File: src/rtl/imp_pkg.sv
// Shared types for the impedance magnitude calculator.
package imp_pkg;
    typedef enum logic [2:0] {
        ST_IDLE,    // waiting for start
        ST_ACQ,     // collecting windows
        ST_PREP,    // averages ready, check divisor
        ST_DIV,     // serial division in progress
        ST_MUL      // scale quotient by resistor constant
    } calc_state_t;
endpackage

File: src/rtl/extremum_tracker.sv
// Tracks the running max and min of one channel over a window.
// Assumes: clr has priority over upd. amp reflects the current sample, so
// the window-closing sample is included in the amplitude taken at clr.
module extremum_tracker #(
    parameter int W = 12
) (
    input  logic         clk,
    input  logic         rst_n,
    input  logic         clr,
    input  logic         upd,
    input  logic [W-1:0] code,
    output logic [W-1:0] amp
);
    logic [W-1:0] hi_q, lo_q, hi_nxt, lo_nxt;

    // Candidate extremes including the present sample.
    always_comb begin
        hi_nxt = (upd && code > hi_q) ? code : hi_q;
        lo_nxt = (upd && code < lo_q) ? code : lo_q;
        amp    = hi_nxt - lo_nxt;
    end

    // Restart extremes at window boundaries, otherwise absorb samples.
    always_ff @(posedge clk) begin
        if (!rst_n || clr) begin
            hi_q <= '0;
            lo_q <= '1;
        end else if (upd) begin
            hi_q <= hi_nxt;
            lo_q <= lo_nxt;
        end
    end
endmodule

File: src/rtl/amp_averager.sv
// Sums window amplitudes and exposes the sum divided by 2^LOG2.
// Assumes exactly 2^LOG2 adds between clears, so the sum cannot overflow.
module amp_averager #(
    parameter int W    = 12,
    parameter int LOG2 = 3
) (
    input  logic         clk,
    input  logic         rst_n,
    input  logic         clr,
    input  logic         add,
    input  logic [W-1:0] amp,
    output logic [W-1:0] avg
);
    localparam int ACC_W = W + LOG2;
    logic [ACC_W-1:0] acc_q;

    // Accumulate one amplitude per closed window.
    always_ff @(posedge clk) begin
        if (!rst_n || clr) acc_q <= '0;
        else if (add)      acc_q <= acc_q + ACC_W'(amp);
    end

    assign avg = acc_q[ACC_W-1:LOG2];
endmodule

File: src/rtl/restoring_divider.sv
// Unsigned restoring divider, one quotient bit per clock, W steps.
// Assumes divisor is nonzero when load is asserted; last marks the final step.
module restoring_divider #(
    parameter int W = 19
) (
    input  logic         clk,
    input  logic         rst_n,
    input  logic         load,
    input  logic [W-1:0] dividend,
    input  logic [W-1:0] divisor,
    output logic [W-1:0] quotient,
    output logic         last
);
    localparam int CNT_W = $clog2(W + 1);
    logic [W-1:0]     q_q, rem_q, dvs_q;
    logic [CNT_W-1:0] cnt_q;
    logic [W:0]       shifted;
    logic [W+1:0]     diff;
    logic             ge;

    // One trial subtraction of the shifted partial remainder.
    always_comb begin
        shifted = {rem_q, q_q[W-1]};
        diff    = {1'b0, shifted} - {2'b00, dvs_q};
        ge      = !diff[W+1];
    end

    // Load operands, then shift-subtract until the count runs out.
    always_ff @(posedge clk) begin
        if (!rst_n) begin
            q_q <= '0; rem_q <= '0; dvs_q <= '0; cnt_q <= '0;
        end else if (load) begin
            q_q   <= dividend;
            rem_q <= '0;
            dvs_q <= divisor;
            cnt_q <= CNT_W'(W);
        end else if (cnt_q != '0) begin
            q_q   <= {q_q[W-2:0], ge};
            rem_q <= ge ? diff[W-1:0] : shifted[W-1:0];
            cnt_q <= cnt_q - 1'b1;
        end
    end

    assign quotient = q_q;
    assign last     = (cnt_q == CNT_W'(1));
endmodule

File: src/rtl/imp_mag_calc.sv
// Top of the ratiometric impedance magnitude calculator.
// Assumes WIN_LEN >= 2 and AVG_LOG2 >= 1. A start pulse aborts any activity;
// samples are accepted only while acquiring.
module imp_mag_calc
    import imp_pkg::*;
#(
    parameter int SAMPLE_W  = 12,
    parameter int WIN_LEN   = 1024,
    parameter int AVG_LOG2  = 3,
    parameter int FRAC_BITS = 7,
    parameter int RSER      = 10000
) (
    input  logic                                             clk,
    input  logic                                             rst_n,
    input  logic                                             start,
    input  logic                                             smp_valid,
    input  logic [SAMPLE_W-1:0]                              smp_load,
    input  logic [SAMPLE_W-1:0]                              smp_ref,
    output logic [SAMPLE_W+FRAC_BITS+$clog2(RSER+1)-1:0]     imp_mag,
    output logic                                             done,
    output logic                                             div_err
);
    localparam int DIV_W  = SAMPLE_W + FRAC_BITS;
    localparam int OUT_W  = DIV_W + $clog2(RSER + 1);
    localparam int WIN_W  = $clog2(WIN_LEN);
    localparam int NCH    = 2;   // channel 0: load, channel 1: reference

    calc_state_t st_q;
    logic [WIN_W-1:0]    win_cnt_q;
    logic [AVG_LOG2-1:0] win_num_q;
    logic                accept, win_end, div_load, div_last;
    logic [NCH-1:0][SAMPLE_W-1:0] codes, amps, avgs;
    logic [DIV_W-1:0]    quo;

    assign codes    = {smp_ref, smp_load};
    assign accept   = (st_q == ST_ACQ) && smp_valid && !start;
    assign win_end  = accept && (win_cnt_q == WIN_W'(WIN_LEN - 1));
    assign div_load = (st_q == ST_PREP) && !start && (avgs[1] != '0);

    // Per-channel amplitude extraction and averaging.
    for (genvar ch = 0; ch < NCH; ch++) begin : g_chan
        extremum_tracker #(.W(SAMPLE_W)) u_ext (
            .clk(clk), .rst_n(rst_n), .clr(start || win_end),
            .upd(accept), .code(codes[ch]), .amp(amps[ch])
        );
        amp_averager #(.W(SAMPLE_W), .LOG2(AVG_LOG2)) u_avg (
            .clk(clk), .rst_n(rst_n), .clr(start), .add(win_end),
            .amp(amps[ch]), .avg(avgs[ch])
        );
    end

    restoring_divider #(.W(DIV_W)) u_div (
        .clk(clk), .rst_n(rst_n), .load(div_load),
        .dividend({avgs[0], {FRAC_BITS{1'b0}}}),
        .divisor(DIV_W'(avgs[1])),
        .quotient(quo), .last(div_last)
    );

    // Sequencing, window counting and result registration.
    always_ff @(posedge clk) begin
        if (!rst_n) begin
            st_q <= ST_IDLE; win_cnt_q <= '0; win_num_q <= '0;
            imp_mag <= '0; div_err <= 1'b0; done <= 1'b0;
        end else begin
            done <= 1'b0;
            if (start) begin
                st_q <= ST_ACQ; win_cnt_q <= '0; win_num_q <= '0;
                imp_mag <= '0; div_err <= 1'b0;
            end else begin
                case (st_q)
                    ST_ACQ: if (accept) begin
                        if (win_end) begin
                            win_cnt_q <= '0;
                            win_num_q <= win_num_q + 1'b1;
                            if (win_num_q == '1) st_q <= ST_PREP;
                        end else begin
                            win_cnt_q <= win_cnt_q + 1'b1;
                        end
                    end
                    ST_PREP: if (avgs[1] == '0) begin
                        imp_mag <= '1; div_err <= 1'b1; done <= 1'b1;
                        st_q <= ST_IDLE;
                    end else begin
                        st_q <= ST_DIV;
                    end
                    ST_DIV: if (div_last) st_q <= ST_MUL;
                    ST_MUL: begin
                        imp_mag <= OUT_W'(quo) * OUT_W'(RSER);
                        done    <= 1'b1;
                        st_q    <= ST_IDLE;
                    end
                    default: st_q <= ST_IDLE;
                endcase
            end
        end
    end
endmodule

File: config.mk
export PLATFORM = sky130hd
export DESIGN_NAME = imp_mag_calc
export DESIGN_NICKNAME = d
export VERILOG_FILES = /design/src/rtl/imp_pkg.sv /design/src/rtl/extremum_tracker.sv /design/src/rtl/amp_averager.sv /design/src/rtl/restoring_divider.sv /design/src/rtl/imp_mag_calc.sv
export SDC_FILE = /design/constraint.sdc
export NUM_CORES = 1
export LEC_CHECK = 0
export ABC_AREA = 1
export BUFFER_PORTS_ARGS = -buffer_cell sky130_fd_sc_hd__buf_2
export CORE_MARGIN = 4
export CORE_UTILIZATION = 50
export CTS_CLUSTER_SIZE = 40
export DETAILED_ROUTE_END_ITERATION = 8
export PLACE_DENSITY_LB_ADDON = 0.12
export SKIP_CTS_REPAIR_TIMING = 1
export SLEW_MARGIN = 30
export SYNTH_ARGS = -nofsm -noshare
export SYNTH_HDL_FRONTEND = slang
export SYNTH_HIERARCHICAL = 1
export SYNTH_SLANG_ARGS = --single-unit
File: constraint.sdc
create_clock -name clk -period 5.1 [get_ports clk]
set_clock_uncertainty 0.05 [all_clocks]
set_input_delay 0.51 -clock clk [delete_from_list [all_inputs] [get_ports clk]]
set_output_delay 0.51 -clock clk [all_outputs]
set_load 0.005 [all_outputs]
### Word level (Yosys, flattened, before mapping)

Index checks and enable logic that the tools add are counted.

| word-level totals | value |
|---|---|
| logic and storage cells | 98 |
| output and inout port bits | 35 |
| flip-flop bits (word level) | 184 |

| cells by class | value |
|---|---|
| multiplexer cells | 21 |
| $mul | 1 |
| bitwise operators | 1 |
| reductions and logical operators | 28 |
| eq/ne operators | 16 |
| $lt $le $gt $ge | 4 |
| $add $sub $neg | 8 |

Operators by type and width:

| operator | number |
|---|---|
| case mux 33 bit (2 select lines) | 1 |
| two-way mux 19 bit | 3 |
| two-way mux 12 bit | 4 |
| two-way mux 33 bit | 1 |
| adder 15 x 12 -> 15 bit | 2 |
| multiplier 19 x 10 -> 29 bit, second input constant | 1 |
| greater-than comparator 12 bit | 2 |
| < comparator 12 bit | 2 |
| subtractor 12 bit | 2 |
| subtractor 20 x 12 -> 21 bit | 1 |
| logical NOT 12 bit | 1 |
| two-way mux 3 bit | 4 |
| nonzero test 12 bit | 1 |
| adder 10 x 1 -> 10 bit, second input constant | 1 |
| equality test 10 bit, second input constant | 1 |
| two-way mux 10 bit | 1 |
| two-way mux 5 bit | 2 |
| logical AND 1 bit | 9 |
| inequality test 3 bit, second input constant | 3 |
| case mux 3 bit (3 select lines) | 1 |
| AND reduction 4 bit | 2 |
| equality test 3 x 2 -> 1 bit, second input constant | 2 |
| equality test 3 bit, second input constant | 2 |
| inequality test 2 bit, second input constant | 3 |
| other kinds (17) | 27 |

### Logic depth before layout (Yosys ltp)

| depth | value |
|---|---|
| depth after elaboration | 8 |
| depth in mapped cells | 37 |
| gate-level depth less buffers | 36 |

### Modules after synthesis

The synthesis kept the hierarchy.

Modules (own cells, without submodules):

| module | area each (um^2) | instances | cells an instance | seq. area each (um^2) |
|---|---|---|---|---|
| imp_mag_calc | 5,808.1 | 1 | 857 | 960.9 |
| extremum_tracker | 2,174.6 | 2 | 340 | 480.5 |
| restoring_divider | 3,758.6 | 1 | 575 | 1,241.2 |
| amp_averager | 1,470.2 | 2 | 242 | 300.3 |

### Least setup slack after synthesis

OpenSTA, ideal clock, no wires.

| timing path | value |
|---|---|
| kind | input to register |
| start | input start |
| end | register g_chan[0].u_avg.acc_q[14] |
| arrival time | 3.949 ns |
| library setup time | 0.115 ns |
| stages on the path | 33 |
| path slack | 0.986 ns |
| path buffers | 1 |
| required time | 4.935 ns |
| path through | inv_1 nand2_1 nor2_8 nand2_1 a21oi_2 o21ai_1 nor2_2 nand2_2 clkbuf_1 o21a_1 inv_1 ha_1 inv_1 fa_1 nand2_1 inv_1 o21ai_2 nand2_1 nand2_1 nand2_2 nand2_1 nand2_1 nand2_1 nand2_1 ha_1 nand2_2 inv_1 nand2_1 nand2_1 a21oi_1 nand2_2 a21oi_1 nor2_1 |

RTL lines:

| item | RTL line | RTL |
|---|---|---|
| start, declared | imp_mag_calc.sv:15 | `input logic start,` |
| end signal, assigned | amp_averager.sv:20 | `else if (add) acc_q <= acc_q + ACC_W'(amp);` |
| end, declared | amp_averager.sv:15 | `logic [ACC_W-1:0] acc_q;` |

### Worst setup path after layout

| timing path | value |
|---|---|
| start | register u_div.q_q[4], in the netlist u_div/quotient[4] |
| end | register imp_mag[20] |

| between the ends | value |
|---|---|
| word-level cells in the longest chain between the ends | 2 |

Ends and longest elaborated chain:

| item | RTL line | RTL |
|---|---|---|
| start, declared | restoring_divider.sv:15 | `logic [W-1:0] q_q, rem_q, dvs_q;` |
| start signal, assigned | restoring_divider.sv:33 | `q_q <= dividend;` |
| start signal, assigned | restoring_divider.sv:38 | `q_q <= {q_q[W-2:0], ge};` |
| multiplier 19 x 10 -> 29 bit | imp_mag_calc.sv:88 | `imp_mag <= OUT_W'(quo) * OUT_W'(RSER);` |
| case mux 33 bit (2 select lines) | imp_mag_calc.sv:70 | `case (st_q)` |
| end signal, assigned | imp_mag_calc.sv:88 |  |
| end, declared | imp_mag_calc.sv:19 | `output logic [SAMPLE_W+FRAC_BITS+$clog2(RSER+1)-1:0] imp_mag,` |

Every way passes these cells.
A chain may end at the register's enable or synchronous reset.

==> flow_summary.json <==
{
  "outcome": "finished, final reports clean",
  "p_leak_nw": 10.2,
  "switching_share_pct": 50.5,
  "drv_cap": 0,
  "fin_ws_ns": 0.544,
  "drtIter0Drc": 893,
  "cts_buffers": 17,
  "core_um2": 32900,
  "ys.flop_type": "dfxtp_1",
  "grt_first_pass_wirelength_mm": 67.5,
  "gp_congestion": 0.942,
  "io_pins": 63,
  "via_count": 15300,
  "grt_max_degree": 58,
  "syn_inst": 2596,
  "antenna_found_initial": 0,
  "cts_buffer_depth": 2,
  "gr-total-overflow": 0,
  "async_flop_share_pct": 0,
  "worst-path-buf-inv": 8,
  "p_sw_mw": 4.17,
  "syn_area_um2": 16900,
  "hold_viol_final": 0,
  "rsz0062_at_grt": "no",
  "diodes": 0,
  "max-vdd-ir-drop_mv": 0.328,
  "die_w_um": 192,
  "power.density_nw_per_um2": 459,
  "drtPass1Iterations": 6,
  "end_kind": "flop",
  "yosys_warnings": 6,
  "final_util_pct": 54.7,
  "dp_hpwl_mm": 32.2,
  "path_common_cell": "inv_1",
  "cp.required_ns": 5.40,
  "syn-mean-instance-area_um2": 6.49,
  "start_kind": "flop",
  "grt_util_met3_pct": 3.00,
  "ys_seq_area_share_pct": 22.3,
  "finalSetupViolCount": 0,
  "combPwrFrac_pct": 63.0,
  "die_h_um": 192,
  "cts_tree": "done",
  "worst_pin_slew_ns": 0.930,
  "max_freq_mhz": 219,
  "h-tree-depth": 4,
  "grt_pass1_vias": 14400,
  "viasPerCell": 4.97,
  "period_share_pct": 89.3,
  "sequentialPowerShare_pct": 20.7,
  "cts_sinks": 188,
  "final.setup.tns_ns": 0,
  "grt_use_met1_pct": 29.0,
  "met2_usage_pct": 38.6,
  "path_clk_slew_ns": 0.08,
  "fin_crit_ns": 4.56,
  "num_rows": 66,
  "path_class": "flop to flop",
  "max_slew_margin_pct": 37.8,
  "synth_seq_cells": 188,
  "crit_path_cell_trace": "inv_1 > fa_1 > inv_1 > ha_1 > inv_1 > fa_1 > inv_1 > ha_1 > inv_1 > fa_1 > inv_1 > ha_1 > nand2_1 > inv_1 > a21oi_1 > nand2_1 > nand2_1 > a21o_1 > nand3_1 > nand2_1 > inv_1",
  "clkLatencyLatePin_ns": 0.45,
  "p_clk_share_pct": 16.3,
  "nets": 2895,
  "arrival_ns": 4.86,
  "power.internal_mw": 4.08,
  "clockRootBuffer": "clkbuf_16",
  "track_usage_pct": 22.1,
  "start_util_pct": 51.3,
  "cpPeakStageDelay_ns": 0.56,
  "critPathTopFamily": "adder cells",
  "drc": 0,
  "yosysUniqueCellTypes": 51,
  "fp.dieArea_um2": 36700,
  "synth_edf_count": 0,
  "wl_per_cell_um": 12.9,
  "top_usage_layer": "met2",
  "place_ws_ns": 0.379,
  "slew_viol_final": 0,
  "drive_above_1_share_pct": 7.96,
  "wirelength_mm": 39.7,
  "critical_path_peak_fanout": 5,
  "portBuffers": 62,
  "hp-class": "input port to flop",
  "drtAntennaViolNets": 0,
  "critPathSlowestCell": "fa_1",
  "syn_to_final_growth_pct": 6.64
}
power groups by stage:
stage          clock [mW]  sequential [mW]  combinational [mW]
3_3_place_gp            0             1.74                5.10
4_1_cts              1.39             1.71                5.22
3_5_place_dp            0             1.74                5.18
5_1_grt              1.44             1.73                6.08
2_1_floorplan           0             1.70                4.08
6_report             1.35             1.71                5.20
cells in the final DEF (no fill, tap or decap), drive strengths merged:
cell / count
o211a: 1
o21a: 5
nor4: 1
buf: 71
nand3b: 4
o221ai: 17
nand4: 50
xor2: 22
fa: 49
conb: 14
a22oi: 2
and2: 5
a21oi: 113
or2: 7
ha: 193
bufinv: 1
clkinv: 7
a21o: 5
nand2: 747
nand3: 152
o21bai: 9
xnor2: 13
nor3: 14
nor2: 252
o211ai: 13
inv: 568
and3: 3
o21ai: 94
dfxtp: 188
a221oi: 1
clkbuf: 17
cell families (layout without fill, tap and decap cells):
family	after synthesis	after routing	share of synthesized area, %
AOI/OAI and AO/OA	260	260	8.83
and+or+nand+nor	1235	1235	31.7
DFF	188	188	22.3
other	1	14	0.0222
adders and majority gates	242	242	20.1
buffers and inverters	635	664	15.2
xor gates and xnor gates	35	35	1.82
worst min-delay path, cell delays in order:
cell     delay, ns
buf_2         0.12
o21ai_0       0.13
nand2_1       0.07
metal layers:
| metal | part of all wire (%) | wire [µm] |
|---|---|---|
| met1 | 47 | 18700 |
| met2 | 48 | 19100 |
| met3 | 3.5 | 1380 |
| met4 | 1.5 | 596 |
| met5 | 0 | 0 |
cell type report:
type	instances	area (µm²)
Clock inverter	15	150
Clock buffer	17	425
Multi-Input combinational cell	1786	10600
Sequential cell	188	3760
Tap cell	442	553
Inverter	561	2110
Timing Repair Buffer	71	378
Fill cell	3389	14900
worst paths after layout:
check / endpoint / cells after the start / slack, ns / from
min reg2reg: div_err / 2 / 0.41 / div_err
min: g_chan[0].u_ext/lo_q[4] / 3 / 0.36 / smp_load[4]
max reg2reg: imp_mag[20] / 21 / 0.54 / u_div/quotient[4]
max: imp_mag[20] / 21 / 0.54 / u_div/quotient[4]
cells in the mapped netlist, types with 2 or more instances:
library cell / number / area [µm²]
a21o_1: 5 / 37.5
a21oi_1: 110 / 551
a21oi_2: 3 / 26.3
a22oi_1: 2 / 15.0
and2_1: 5 / 31.3
and3_1: 3 / 18.8
buf_1: 2 / 7.51
buf_2: 9 / 45.0
buf_4: 30 / 225
buf_6: 3 / 33.8
clkbuf_1: 27 / 101
clkbuf_8: 2 / 27.5
clkinv_1: 2 / 7.51
dfxtp_1: 188 / 3760
fa_1: 49 / 981
ha_1: 193 / 2410
inv_1: 547 / 2050
inv_2: 10 / 37.5
nand2_1: 701 / 2630
nand2_2: 39 / 244
nand2_4: 7 / 78.8
nand3_1: 143 / 716
nand3_2: 9 / 90.1
nand3b_1: 4 / 30.0
nand4_1: 48 / 300
nand4_2: 2 / 25.0
nor2_1: 232 / 871
nor2_2: 14 / 87.6
nor2_4: 4 / 45.0
nor2_8: 2 / 40.0
nor3_1: 12 / 60.1
nor3_2: 2 / 20.0
o211ai_1: 13 / 97.6
o21a_1: 5 / 37.5
o21ai_0: 79 / 395
o21ai_1: 11 / 55.1
o21ai_2: 4 / 35.0
o21bai_1: 8 / 60.1
o221ai_1: 17 / 149
or2_2: 6 / 37.5
xnor2_1: 13 / 114
xor2_1: 22 / 193
flip-flops by register name (all words and copies together), names as in the netlist, named ones only:
register            cells
div_err                 1
imp_mag                30
win_cnt_q              10
done                    1
g_chan.u_avg/acc_q     30
u_div/rem_q            19
u_div/quotient         19
g_chan.u_ext/lo_q      24
u_div/dvs_q            19
win_num_q               3
u_div/cnt_q             5
g_chan.u_ext/hi_q      22
st_q                    3
per-stage QoR:
| stage | power (mW) | instances | cell area, µm² | hold WS [ns] |
|---|---|---|---|---|
| finish | 8.26 | 3080 | 18000 | 0.357 |
| global route | 9.25 | 3080 | 18000 | 0.380 |
| CTS | 8.32 | 3080 | 18000 | 0.341 |
| detailed placement | 6.92 | 3048 | 17400 | 0.401 |
| global placement | 6.84 | 3048 | 17400 | 0.398 |
| floorplan | 5.78 | 2609 | 16900 | 0.383 |
No activity file was read; power rests on OpenSTA's default activity.
